===== config.mk =====
export PLATFORM = sky130hd
export DESIGN_NAME = baud_tick_gen
export DESIGN_NICKNAME = d
export VERILOG_FILES = /design/src/rtl/baud_pkg.sv /design/src/rtl/baud_cfg_reg.sv /design/src/rtl/baud_prescaler.sv /design/src/rtl/baud_sample_ctr.sv /design/src/rtl/baud_tick_gen.sv
export SDC_FILE = /design/constraint.sdc
export NUM_CORES = 1
export LEC_CHECK = 0
export BUFFER_PORTS_ARGS = -buffer_cell sky130_fd_sc_hd__buf_2
export CAP_MARGIN = 5
export CORE_ASPECT_RATIO = 0.5
export CORE_UTILIZATION = 35
export CTS_BUF_LIST = sky130_fd_sc_hd__clkbuf_2
export DETAILED_ROUTE_END_ITERATION = 8
export PLACE_DENSITY = 0.6
export SETUP_SLACK_MARGIN = 0.1
export SLEW_MARGIN = 0
export SYNTH_ARGS = -nofsm -noshare
export SYNTH_HDL_FRONTEND = slang
export SYNTH_SLANG_ARGS = --single-unit

===== constraint.sdc =====
create_clock -name clk_i -period 5.14 [get_ports clk_i]
set_clock_uncertainty 0.2 [all_clocks]
set_input_delay 0.771 -clock clk_i [delete_from_list [all_inputs] [get_ports clk_i]]
set_output_delay 0.771 -clock clk_i [all_outputs]
set_load 0.1 [all_outputs]

===== src/rtl/baud_pkg.sv =====
package baud_pkg;
    localparam int REG_W    = 32;
    localparam int DIV_W    = 13;
    localparam int OSR_W    = 5;
    localparam int DIV_LSB  = 0;
    localparam int STOP_POS = 13;
    localparam int EDGE_POS = 17;
    localparam int OSR_LSB  = 24;
    localparam int OSR_DFLT_LAST = 15;   // code 0 means 16 samples
    localparam int WARN_LO  = 3;
    localparam int WARN_HI  = 6;

    typedef struct packed {
        logic [OSR_W-1:0] osr;
        logic             both_edge;
        logic             stop_two;
        logic [DIV_W-1:0] div;
    } cfg_t;

    // index of the final sample inside one bit period
    function automatic logic [OSR_W-1:0] last_sample(input logic [OSR_W-1:0] osr);
        return (osr == '0) ? OSR_W'(OSR_DFLT_LAST) : osr;
    endfunction

    function automatic logic osr_reserved(input logic [OSR_W-1:0] osr);
        return (osr == OSR_W'(1)) || (osr == OSR_W'(2));
    endfunction
endpackage


===== src/rtl/baud_cfg_reg.sv =====
module baud_cfg_reg
    import baud_pkg::*;
(
    input  logic             clk_i,
    input  logic             rst_ni,
    input  logic             we_i,
    input  logic [REG_W-1:0] wdata_i,
    output cfg_t             cfg_o,
    output logic             warn_o
);
    typedef struct packed {
        cfg_t cfg;
        logic warn;
    } state_t;

    state_t st_d, st_q;
    logic [OSR_W-1:0] osr_in;

    always_comb begin
        st_d   = st_q;
        osr_in = wdata_i[OSR_LSB +: OSR_W];
        if (we_i) begin
            st_d.cfg.div       = wdata_i[DIV_LSB +: DIV_W];
            st_d.cfg.stop_two  = wdata_i[STOP_POS];
            st_d.cfg.both_edge = wdata_i[EDGE_POS];
            if (!osr_reserved(osr_in)) begin
                st_d.cfg.osr = osr_in;
            end
        end
        st_d.warn = (st_d.cfg.osr >= OSR_W'(WARN_LO)) &&
                    (st_d.cfg.osr <= OSR_W'(WARN_HI)) &&
                    !st_d.cfg.both_edge;
    end

    always_ff @(posedge clk_i or negedge rst_ni) begin
        if (!rst_ni) begin
            st_q <= '0;
        end else begin
            st_q <= st_d;
        end
    end

    assign cfg_o  = st_q.cfg;
    assign warn_o = st_q.warn;
endmodule


===== src/rtl/baud_prescaler.sv =====
module baud_prescaler
    import baud_pkg::*;
(
    input  logic             clk_i,
    input  logic             rst_ni,
    input  logic             reload_i,
    input  logic [DIV_W-1:0] div_i,
    output logic             wrap_o,
    output logic             tick_o
);
    typedef struct packed {
        logic [DIV_W-1:0] cnt;
        logic             tick;
    } state_t;

    state_t st_d, st_q;
    logic   wrap;

    always_comb begin
        wrap = !reload_i && (div_i != '0) && (st_q.cnt == div_i - DIV_W'(1));
        st_d = st_q;
        st_d.tick = wrap;
        if (reload_i || (div_i == '0) || wrap) begin
            st_d.cnt = '0;
        end else begin
            st_d.cnt = st_q.cnt + DIV_W'(1);
        end
    end

    always_ff @(posedge clk_i or negedge rst_ni) begin
        if (!rst_ni) begin
            st_q <= '0;
        end else begin
            st_q <= st_d;
        end
    end

    assign wrap_o = wrap;
    assign tick_o = st_q.tick;
endmodule


===== src/rtl/baud_sample_ctr.sv =====
module baud_sample_ctr
    import baud_pkg::*;
(
    input  logic             clk_i,
    input  logic             rst_ni,
    input  logic             reload_i,
    input  logic             wrap_i,
    input  logic [OSR_W-1:0] osr_i,
    output logic             strobe_o
);
    typedef struct packed {
        logic [OSR_W-1:0] idx;
        logic             strobe;
    } state_t;

    state_t st_d, st_q;
    logic   at_last;

    always_comb begin
        st_d    = st_q;
        at_last = (st_q.idx == last_sample(osr_i));
        st_d.strobe = 1'b0;
        if (reload_i) begin
            st_d.idx = '0;
        end else if (wrap_i) begin
            st_d.strobe = at_last;
            st_d.idx    = at_last ? '0 : st_q.idx + OSR_W'(1);
        end
    end

    always_ff @(posedge clk_i or negedge rst_ni) begin
        if (!rst_ni) begin
            st_q <= '0;
        end else begin
            st_q <= st_d;
        end
    end

    assign strobe_o = st_q.strobe;
endmodule


===== src/rtl/baud_tick_gen.sv =====
module baud_tick_gen
    import baud_pkg::*;
(
    input  logic             clk_i,
    input  logic             rst_ni,
    input  logic             cfg_we_i,
    input  logic [REG_W-1:0] cfg_wdata_i,
    output logic [REG_W-1:0] cfg_rdata_o,
    output logic             sample_tick_o,
    output logic             bit_strobe_o,
    output logic             stop_two_o,
    output logic             both_edge_o,
    output logic             cfg_warn_o
);
    cfg_t cfg;
    logic wrap;

    baud_cfg_reg u_cfg (
        .clk_i   (clk_i),
        .rst_ni  (rst_ni),
        .we_i    (cfg_we_i),
        .wdata_i (cfg_wdata_i),
        .cfg_o   (cfg),
        .warn_o  (cfg_warn_o)
    );

    baud_prescaler u_pre (
        .clk_i    (clk_i),
        .rst_ni   (rst_ni),
        .reload_i (cfg_we_i),
        .div_i    (cfg.div),
        .wrap_o   (wrap),
        .tick_o   (sample_tick_o)
    );

    baud_sample_ctr u_smp (
        .clk_i    (clk_i),
        .rst_ni   (rst_ni),
        .reload_i (cfg_we_i),
        .wrap_i   (wrap),
        .osr_i    (cfg.osr),
        .strobe_o (bit_strobe_o)
    );

    always_comb begin
        cfg_rdata_o = '0;
        cfg_rdata_o[DIV_LSB +: DIV_W] = cfg.div;
        cfg_rdata_o[STOP_POS]         = cfg.stop_two;
        cfg_rdata_o[EDGE_POS]         = cfg.both_edge;
        cfg_rdata_o[OSR_LSB +: OSR_W] = cfg.osr;
    end

    assign stop_two_o  = cfg.stop_two;
    assign both_edge_o = cfg.both_edge;
endmodule


==> results.json, run 1 <==
{
  "ant_nets": 0,
  "critPathKind": "reg -> reg",
  "crit_family": "simple AND/OR/NAND/NOR gates",
  "drt_iter0_drc": 67,
  "wl_um": 4810,
  "grt_remaining_overflow": 0,
  "cp.arrival_ns": 3.32,
  "fin_util": 0.412,
  "grt_pass1_vias": 1679,
  "gp_congestion": 0.800,
  "diodes": 0,
  "finalSetupViolCount": 0,
  "end_kind": "flop",
  "path_buf_inv": 1,
  "clk_pin_slew_ns": 0.21,
  "start_util": 0.363,
  "max_slew.worst_pin.slew_ns": 0.933,
  "p_total_w": 0.000901,
  "rr_worst_depth": 9,
  "grt_pass1_wl_um": 7850,
  "io_pins": 72,
  "root_buffer": "clkbuf_2",
  "drive_above_1_share": 0.308,
  "grt_max_degree": 42,
  "holdBufCountCts": 0,
  "routed_via_density": 4.88,
  "cpPeakStageDelay_ns": 0.49,
  "ys.flop_type": "dfrtp_1",
  "avgRoutedWirePerCell_um": 13.2,
  "clock_path_buffers": 2,
  "p_leak_nw": 1.29,
  "r2r-start": "u_cfg.cfg_o[0]",
  "clock.fmax_mhz": 311,
  "htreeDepth": 2,
  "period_share": 0.626,
  "slew_headroom": 0.378,
  "status": "complete, no violations",
  "rsz0062_at_grt": "false",
  "synth_area_um2": 2430,
  "slowest_stage": "dfrtp_1",
  "hold_class": "in -> async",
  "rows": 21,
  "ir_drop_mv": 0.0962,
  "synth.avg_cell_area_um2": 10.7,
  "design.die.area_um2": 7310,
  "die_y_um": 60.9,
  "final.min_clock_period_ns": 3.22,
  "ys_ff_latch": 41,
  "cts_resized": 0,
  "drv_cap": 0,
  "dp_hpwl_um": 3530,
  "numCtsBuffers": 5,
  "synthArstFlopShare": 1.00,
  "cp-start-kind": "flop",
  "antenna_found_initial": 0,
  "yosysSeqAreaShare": 0.422,
  "core_um2": 6700,
  "die_x_um": 120,
  "maxSlewViolCount": 0,
  "synthDistinctLibCells": 51,
  "critPathMaxFanout": 8,
  "syn_inst": 228,
  "p_per_area_nw_per_um2": 327,
  "r2r_end": "u_smp.st_q[4]",
  "syn_to_final_growth_pct": 13.4,
  "fin_tns_setup_ns": 0,
  "crit_required_ns": 5.24,
  "path_cells": "inv_1, ha_1, nor3b_2, xnor2_1, or3b_2, a21oi_1, nand4_4, nor2b_4, a211o_1",
  "grt.total_usage": 0.139,
  "via_count": 1782,
  "insertion_delay_ns": 0.39,
  "remaining_drc_errors": 0,
  "clock_sinks": 41,
  "cts_tree": "yes",
  "dr.pass1.iters": 4,
  "hold_viol": 0,
  "io_buffers": 47,
  "ff2ff_setup_slack_ns": 1.92,
  "cts_setup_buffers": 0,
  "synth_edf_count": 0,
  "synth_warnings": 0,
  "nets": 311
}
[worst max-delay path by stage]
| stage | from | depth (start not counted) | endpoint | slack, ns |
|---|---|---|---|---|
| 2_1_floorplan | u_cfg.cfg_o[0] | 9 | u_smp.st_q[3] | 1.75 |
| 3_3_place_gp | u_cfg.cfg_o[0] | 9 | u_smp.st_q[4] | 1.99 |
| 3_5_place_dp | u_cfg.cfg_o[0] | 9 | u_smp.st_q[4] | 1.93 |
| 4_1_cts | u_cfg.cfg_o[0] | 9 | u_smp.st_q[4] | 1.90 |
| 5_1_grt | u_cfg.cfg_o[0] | 9 | u_smp.st_q[4] | 1.73 |
| 6_report | u_cfg.cfg_o[0] | 9 | u_smp.st_q[4] | 1.92 |
[final cells by class]
cell class                      instances  area (µm²)
Sequential cell                        41        1030
Tap cell                               92         115
Multi-Input combinational cell        173        1280
Timing Repair Buffer                   47         235
Clock inverter                          3        65.1
Clock buffer                            5        25.0
Inverter                                4        15.0
Fill cell                             657        3940
[kinds of logic (layout without fill, tap and decap cells)]
kind of cell / after synthesis / count (layout) / synth area share
XOR/XNOR: 31 / 31 / 0.112
adder cells (fa/ha/maj): 4 / 4 / 0.0206
flip-flops: 41 / 41 / 0.422
multiplexers: 17 / 17 / 0.0782
buffers and inverters: 25 / 59 / 0.0700
AO/OA/AOI/OAI: 31 / 31 / 0.103
other: 1 / 12 / 0.00154
AND/OR/NAND/NOR: 78 / 78 / 0.193
[worst reg2reg max path: stages (launching register included)]
cell	delay, ns
dfrtp_1	0.49
inv_1	0.12
ha_1	0.22
nor3b_2	0.47
xnor2_1	0.17
or3b_2	0.44
a21oi_1	0.30
nand4_4	0.20
nor2b_4	0.21
a211o_1	0.31
[state kept, by name, indices dropped and copies added, names as in the netlist]
| signal | count |
|---|---|
| u_pre.tick_o | 1 |
| u_pre.st_q | 13 |
| u_smp.st_q | 5 |
| u_cfg.warn_o | 1 |
| u_cfg.cfg_o | 20 |
| u_smp.strobe_o | 1 |
[per-stage QoR]
step                      cell area [µm²]  hold WS [ns]  worst slack (ns)  std cells
after floorplan                      2470         0.275              1.75        239
after global placement               2670         0.301              1.99        357
after detailed placement             2670         0.320              1.93        357
after CTS                            2760         0.297              1.90        365
after global routing                 2760         0.301              1.73        365
final                                2760         0.271              1.92        365
[routing by layer]
metal / vias up / GRT usage / part of all wire
li1: 874 / - / -
met1: 856 / 0.168 / 0.46
met2: 47 / 0.254 / 0.50
met3: 5 / 0.0263 / 0.031
met4: 0 / 0.0500 / 0.0094
met5: - / 0 / 0
[synth_stat cells, types with 2 or more instances]
library cell,instances,area [µm²]
a22o_1,3,26.3
clkbuf_1,2,7.51
nor3b_1,2,15.0
a211o_1,2,17.5
nand2_1,13,48.8
a21oi_1,5,25.0
dfrtp_1,41,1030
nor4_1,3,18.8
xor2_1,17,149
xnor2_1,14,123
inv_1,4,15.0
and2_1,2,12.5
nand3_1,9,45.0
ha_1,4,50.1
or2_2,2,12.5
a22o_2,2,20.0
and3_1,8,50.1
a32o_1,2,20.0
a22oi_1,2,15.0
buf_4,15,113
nor3_1,6,30.0
nor4_4,2,42.5
nor2_1,19,71.3
nor4b_1,3,26.3
mux2_2,16,180
o21ai_0,5,25.0
[where the power goes]
part | switching [W] | internal, W
logic | 0.000230 | 0.0000599
registers | 0.0000325 | 0.000341
clock network | 0.000108 | 0.000130
total | 0.000370 | 0.000531
[cell usage in the layout (no fill, tap or decap), drive strengths merged, types with 2 or more instances in the layout]
cell type,n
a22o,5
nor4b,3
or2,2
a211o,2
xnor2,14
inv,4
nand3,9
nor3b,3
clkbuf,5
nand2,13
and2,2
bufinv,2
ha,4
dfrtp,41
mux2,16
a21oi,5
a22oi,2
a32o,2
nor3,6
nor2,19
nand4,2
o21ai,5
nor4,5
and3,8
buf,47
conb,12
xor2,17
Power figures use the tool's default switching activity.
==> inputs of run 2 (changes only) <==
==> constraint.sdc (replaced) <==
create_clock -name clk_i -period 3.1 [get_ports clk_i]
set_clock_uncertainty 0.2 [all_clocks]
set_input_delay 0.465 -clock clk_i [delete_from_list [all_inputs] [get_ports clk_i]]
set_output_delay 0.465 -clock clk_i [all_outputs]
set_load 0.1 [all_outputs]
==> results.json, run 2 (synthesis gave the netlist of run 1 again) <==
{
  "cp.arrival_ns": 3.06,
  "r2r_end": "u_smp.st_q[4]",
  "die_y_um": 60.9,
  "fin_area_um2": 2900,
  "maxSlewViolCount": 0,
  "design.die.area_um2": 7310,
  "final_common_cell": "buf_2",
  "placed_cells": 361,
  "die_x_um": 120,
  "insertion_delay_ns": 0.41,
  "nets": 327,
  "ff2ff_setup_slack_ns": 0.15,
  "via_count": 1861,
  "end_kind": "flop",
  "largest_reg_flops": 20,
  "p_per_area_nw_per_um2": 498,
  "status": "complete, no violations",
  "critPathKind": "reg -> reg",
  "grt_pass1_wl_um": 7640,
  "dpl-instance-area_um2": 2730,
  "critPathMaxFanout": 8,
  "grt_remaining_overflow": 0,
  "numCtsBuffers": 5,
  "fillers": 639,
  "period_share": 0.951,
  "seqPwrFrac": 0.427,
  "power.internal_w": 0.000822,
  "io_pins": 72,
  "gp_congestion": 0.799,
  "grt_max_degree": 42,
  "syn_to_final_growth_pct": 19.4,
  "crit_required_ns": 3.21,
  "max_slew.worst_pin.slew_ns": 0.898,
  "netSwitchingFraction": 0.432,
  "drv_cap": 0,
  "diodes": 0,
  "whs_path_depth": 3,
  "dr.pass1.iters": 4,
  "dp_hpwl_um": 3600,
  "clock.fmax_mhz": 339,
  "routed_via_density": 4.88,
  "wl_um": 4930,
  "finalSetupViolCount": 0,
  "cp-start-kind": "flop",
  "start_util": 0.363,
  "final.min_clock_period_ns": 2.95,
  "r2r-start": "u_cfg.cfg_o[2]",
  "rr_worst_depth": 6,
  "hold_viol": 0,
  "htreeDepth": 2,
  "hold_class": "in -> reg",
  "ir_drop_mv": 0.124,
  "clockPowerShare": 0.218,
  "hold_path.startpoint": "cfg_wdata_i[1]",
  "p_leak_nw": 1.35,
  "drt_iter0_drc": 84,
  "clk_pin_slew_ns": 0.22,
  "netSwitchingPower_w": 0.000624,
  "rsz0062_at_grt": "true",
  "core_um2": 6700,
  "slew_headroom": 0.401,
  "slowest_stage": "or4_4",
  "p_total_w": 0.00145,
  "antenna_found_initial": 0,
  "cts_tree": "yes",
  "remaining_drc_errors": 0,
  "grt_pass1_vias": 1628,
  "comb_power_share": 0.355,
  "clock_sinks": 41,
  "rows": 21,
  "cpPeakStageDelay_ns": 0.58,
  "avgRoutedWirePerCell_um": 12.9,
  "fin_cells": 381,
  "clock_path_buffers": 2,
  "drive_above_1_share": 0.367,
  "hold_end": "u_cfg.cfg_o[1]",
  "io_buffers": 47,
  "ant_nets": 0,
  "root_buffer": "clkbuf_2",
  "path_cells": "or4_4, a2111o_1, a2111oi_4, nand4_4, nor2b_4, a211o_1",
  "fin_tns_setup_ns": 0,
  "final_cell_mix": "buf_2, dfrtp_1, nor2_1",
  "grt.total_usage": 0.135
}
-- run 2: what timing repair did --
item | in CTS | in global routing
hold endpoints to repair | 41 | 0
hold buffers | 1 | 0
pin swaps | 0 | 4
endpoints found under the setup margin | 5 | 5
gates cloned | 0 | 0
resized for setup | 1 | 2
setup buffers | 4 | 7
-- run 2: critical path: cells and delay by family (launching register included) --
kind	cells	cell delay, ns
compound gates	3	1.10
flops	1	0.55
simple gates	3	1.00
-- run 2: final cells by class --
class | instances | area (µm²) | area share
inverter | 4 | 15.0 | 0.00517
timing repair buffer | 63 | 362 | 0.125
clock inverter | 3 | 41.3 | 0.0142
multi-input combinational | 173 | 1300 | 0.449
sequential | 41 | 1040 | 0.359
clock buffer | 5 | 25.0 | 0.00862
tap | 92 | 115 | 0.0396
-- run 2: how the worst max path moves through the flow --
stage / from / endpoint / depth (start not counted)
4_1_cts: u_cfg.cfg_o[0] / u_smp.st_q[4] / 9
5_1_grt: u_cfg.cfg_o[2] / u_smp.st_q[4] / 6
3_5_place_dp: u_cfg.cfg_o[0] / u_smp.st_q[4] / 9
6_report: u_cfg.cfg_o[2] / u_smp.st_q[4] / 6
2_1_floorplan: u_cfg.cfg_o[2] / u_smp.st_q[3] / 8
3_3_place_gp: u_cfg.cfg_o[0] / u_smp.st_q[4] / 9
-- run 2: power groups by stage --
| stage | clock (W) | sequential, W | combinational (W) |
|---|---|---|---|
| floorplan | 0 | 0.000816 | 0.000236 |
| global placement | 0 | 0.000631 | 0.000484 |
| detailed placement | 0 | 0.000633 | 0.000490 |
| CTS | 0.000324 | 0.000622 | 0.000501 |
| global route | 0.000340 | 0.000624 | 0.000541 |
| finish | 0.000315 | 0.000618 | 0.000514 |
-- run 2: routing by layer --
metal	track usage	vias up	wire (µm)
met1	0.174	901	2270
met3	0.0282	7	210
met5	0	-	0
met2	0.225	41	2370
met4	0.0643	0	78
li1	-	912	-
-- run 2: stage by stage --
stage          hold slack, ns   util  setup slack [ns]
3_5_place_dp            0.313  0.408            0.0803
6_report               0.0448  0.433             0.152
4_1_cts                0.0353  0.425             0.106
5_1_grt                0.0352  0.433            0.0425
3_3_place_gp            0.300  0.408             0.136
2_1_floorplan         -0.0306      -             0.102
==> inputs of run 3 (changes only) <==
--- a/config.mk
+++ b/config.mk
@@ -9,10 +9,10 @@
 export CAP_MARGIN = 5
 export CORE_ASPECT_RATIO = 0.5
 export CORE_UTILIZATION = 35
-export CTS_BUF_LIST = sky130_fd_sc_hd__clkbuf_2
 export DETAILED_ROUTE_END_ITERATION = 8
+export MAX_ROUTING_LAYER = met4
 export PLACE_DENSITY = 0.6
-export SETUP_SLACK_MARGIN = 0.1
+export SETUP_SLACK_MARGIN = 0.5
 export SLEW_MARGIN = 0
 export SYNTH_ARGS = -nofsm -noshare
 export SYNTH_HDL_FRONTEND = slang
==> results.json, run 3 (synthesis gave the netlist of run 1 again) <==
{
  "grt_remaining_overflow": 0,
  "drv_cap": 0,
  "start_util": 0.363,
  "grt_max_degree": 42,
  "fin_hold_ws_ns": 0.113,
  "period_share": 0.921,
  "hold_class": "in -> async",
  "root_buffer": "clkbuf_16",
  "maxSlewViolCount": 0,
  "wl_um": 5200,
  "design.die.area_um2": 7310,
  "p_leak_nw": 1.40,
  "clock.fmax_mhz": 350,
  "diodes": 0,
  "dp_hpwl_um": 3580,
  "gp_congestion": 0.733,
  "numCtsBuffers": 5,
  "rsz0062_at_grt": "true",
  "netSwitchingPower_w": 0.000677,
  "cts_tree": "yes",
  "die_x_um": 120,
  "routed_via_density": 4.89,
  "grt.total_usage": 0.156,
  "avgRoutedWirePerCell_um": 13.7,
  "comb_power_share": 0.285,
  "fin_tns_setup_ns": 0,
  "insertion_delay_ns": 0.28,
  "hold_viol": 0,
  "largest_reg_flops": 20,
  "via_count": 1855,
  "r2r_end": "u_smp.st_q[3]",
  "rows": 21,
  "cp.arrival_ns": 2.83,
  "power.internal_w": 0.00116,
  "grt_pass1_wl_um": 8480,
  "grt_pass1_vias": 1793,
  "clockPowerShare": 0.377,
  "finalSetupViolCount": 0,
  "r2r-start": "u_cfg.cfg_o[0]",
  "io_pins": 72,
  "antenna_found_initial": 0,
  "die_y_um": 60.9,
  "dr.pass1.iters": 4,
  "critPathMaxFanout": 7,
  "netSwitchingFraction": 0.370,
  "final.min_clock_period_ns": 2.86,
  "drive_above_1_share": 0.422,
  "critPathKind": "reg -> reg",
  "drt_iter0_drc": 67,
  "ir_drop_mv": 0.271,
  "crit_required_ns": 3.07,
  "p_per_area_nw_per_um2": 593,
  "core_um2": 6700,
  "slew_headroom": 0.372,
  "final_cell_mix": "buf_2, dfrtp_1, xor2_1",
  "end_kind": "flop",
  "remaining_drc_errors": 0,
  "rr_worst_depth": 11,
  "io_buffers": 47,
  "ff2ff_setup_slack_ns": 0.24,
  "seqPwrFrac": 0.338,
  "ant_nets": 0,
  "p_total_w": 0.00183,
  "final_common_cell": "buf_2",
  "nets": 325,
  "htreeDepth": 2,
  "clk_pin_slew_ns": 0.06,
  "status": "complete, no violations",
  "max_slew.worst_pin.slew_ns": 0.942,
  "clock_path_buffers": 2,
  "clock_sinks": 41,
  "cp-start-kind": "flop",
  "syn_to_final_growth_pct": 27.1
}
[run 3: cell types whose count changed in the layout (fill, tap and decap cells not counted), sizes merged]
cell,before,now
buf,62,61
bufinv,1,2
clkinv,1,0
clkinvlp,1,0
dlygate4sd3,1,0
inv,4,5
[run 3: area by class of cell]
class | instances | area (µm²)
repair buffers | 61 | 359
fillers | 636 | 3610
flip-flops and latches | 41 | 1040
clock inverters | 3 | 68.8
multi-input cells | 173 | 1360
inverters | 4 | 20.0
clock buffers | 5 | 125
well taps | 92 | 115
[run 3: worst max-delay path: stages, from the launching register on]
cell     delay, ns
dfrtp_4       0.52
inv_4         0.08
ha_4          0.12
nor3b_4       0.23
buf_6         0.15
buf_6         0.09
xnor2_1       0.09
or3b_4        0.40
a21oi_4       0.19
nand4_4       0.17
nor2b_4       0.20
a211o_1       0.30
[run 3: how the worst max path moves through the flow]
stage / slack (ns) / to / from
CTS: 0.20 / u_smp.st_q[1] / u_cfg.cfg_o[3]
detailed placement: 0.07 / u_smp.st_q[4] / u_cfg.cfg_o[0]
global route: 0.11 / u_smp.st_q[3] / u_cfg.cfg_o[0]
global placement: 0.12 / u_smp.st_q[4] / u_cfg.cfg_o[0]
finish: 0.24 / u_smp.st_q[3] / u_cfg.cfg_o[0]
floorplan: 0.10 / u_smp.st_q[3] / u_cfg.cfg_o[2]
[run 3: power by group through the flow]
stage / sequential, W / combinational (W) / clock, W
floorplan: 0.000816 / 0.000237 / 0
global placement: 0.000631 / 0.000485 / 0
detailed placement: 0.000633 / 0.000491 / 0
CTS: 0.000618 / 0.000513 / 0.000702
global route: 0.000626 / 0.000550 / 0.000726
finish: 0.000620 / 0.000522 / 0.000691
[run 3: stage by stage]
stage,area (µm²),setup slack [ns],utilization,cells
floorplan,2520,0.102,-,239
global placement,2730,0.124,0.408,361
detailed placement,2730,0.0734,0.408,361
CTS,3030,0.203,0.452,377
global route,3090,0.110,0.461,379
finish,3090,0.244,0.461,379
[run 3: what timing repair did]
item,4_1_cts,5_1_grt
hold buffers,0,0
pin swaps,10,6
setup buffers,8,2
endpoints found under the setup margin,19,19
cloned,0,0
gates resized for setup,14,12
[run 3: routing by layer]
metal	wire (µm)	track usage
met5	0	-
met4	74	0.0571
met3	160	0.0338
met2	2540	0.258
met1	2420	0.191
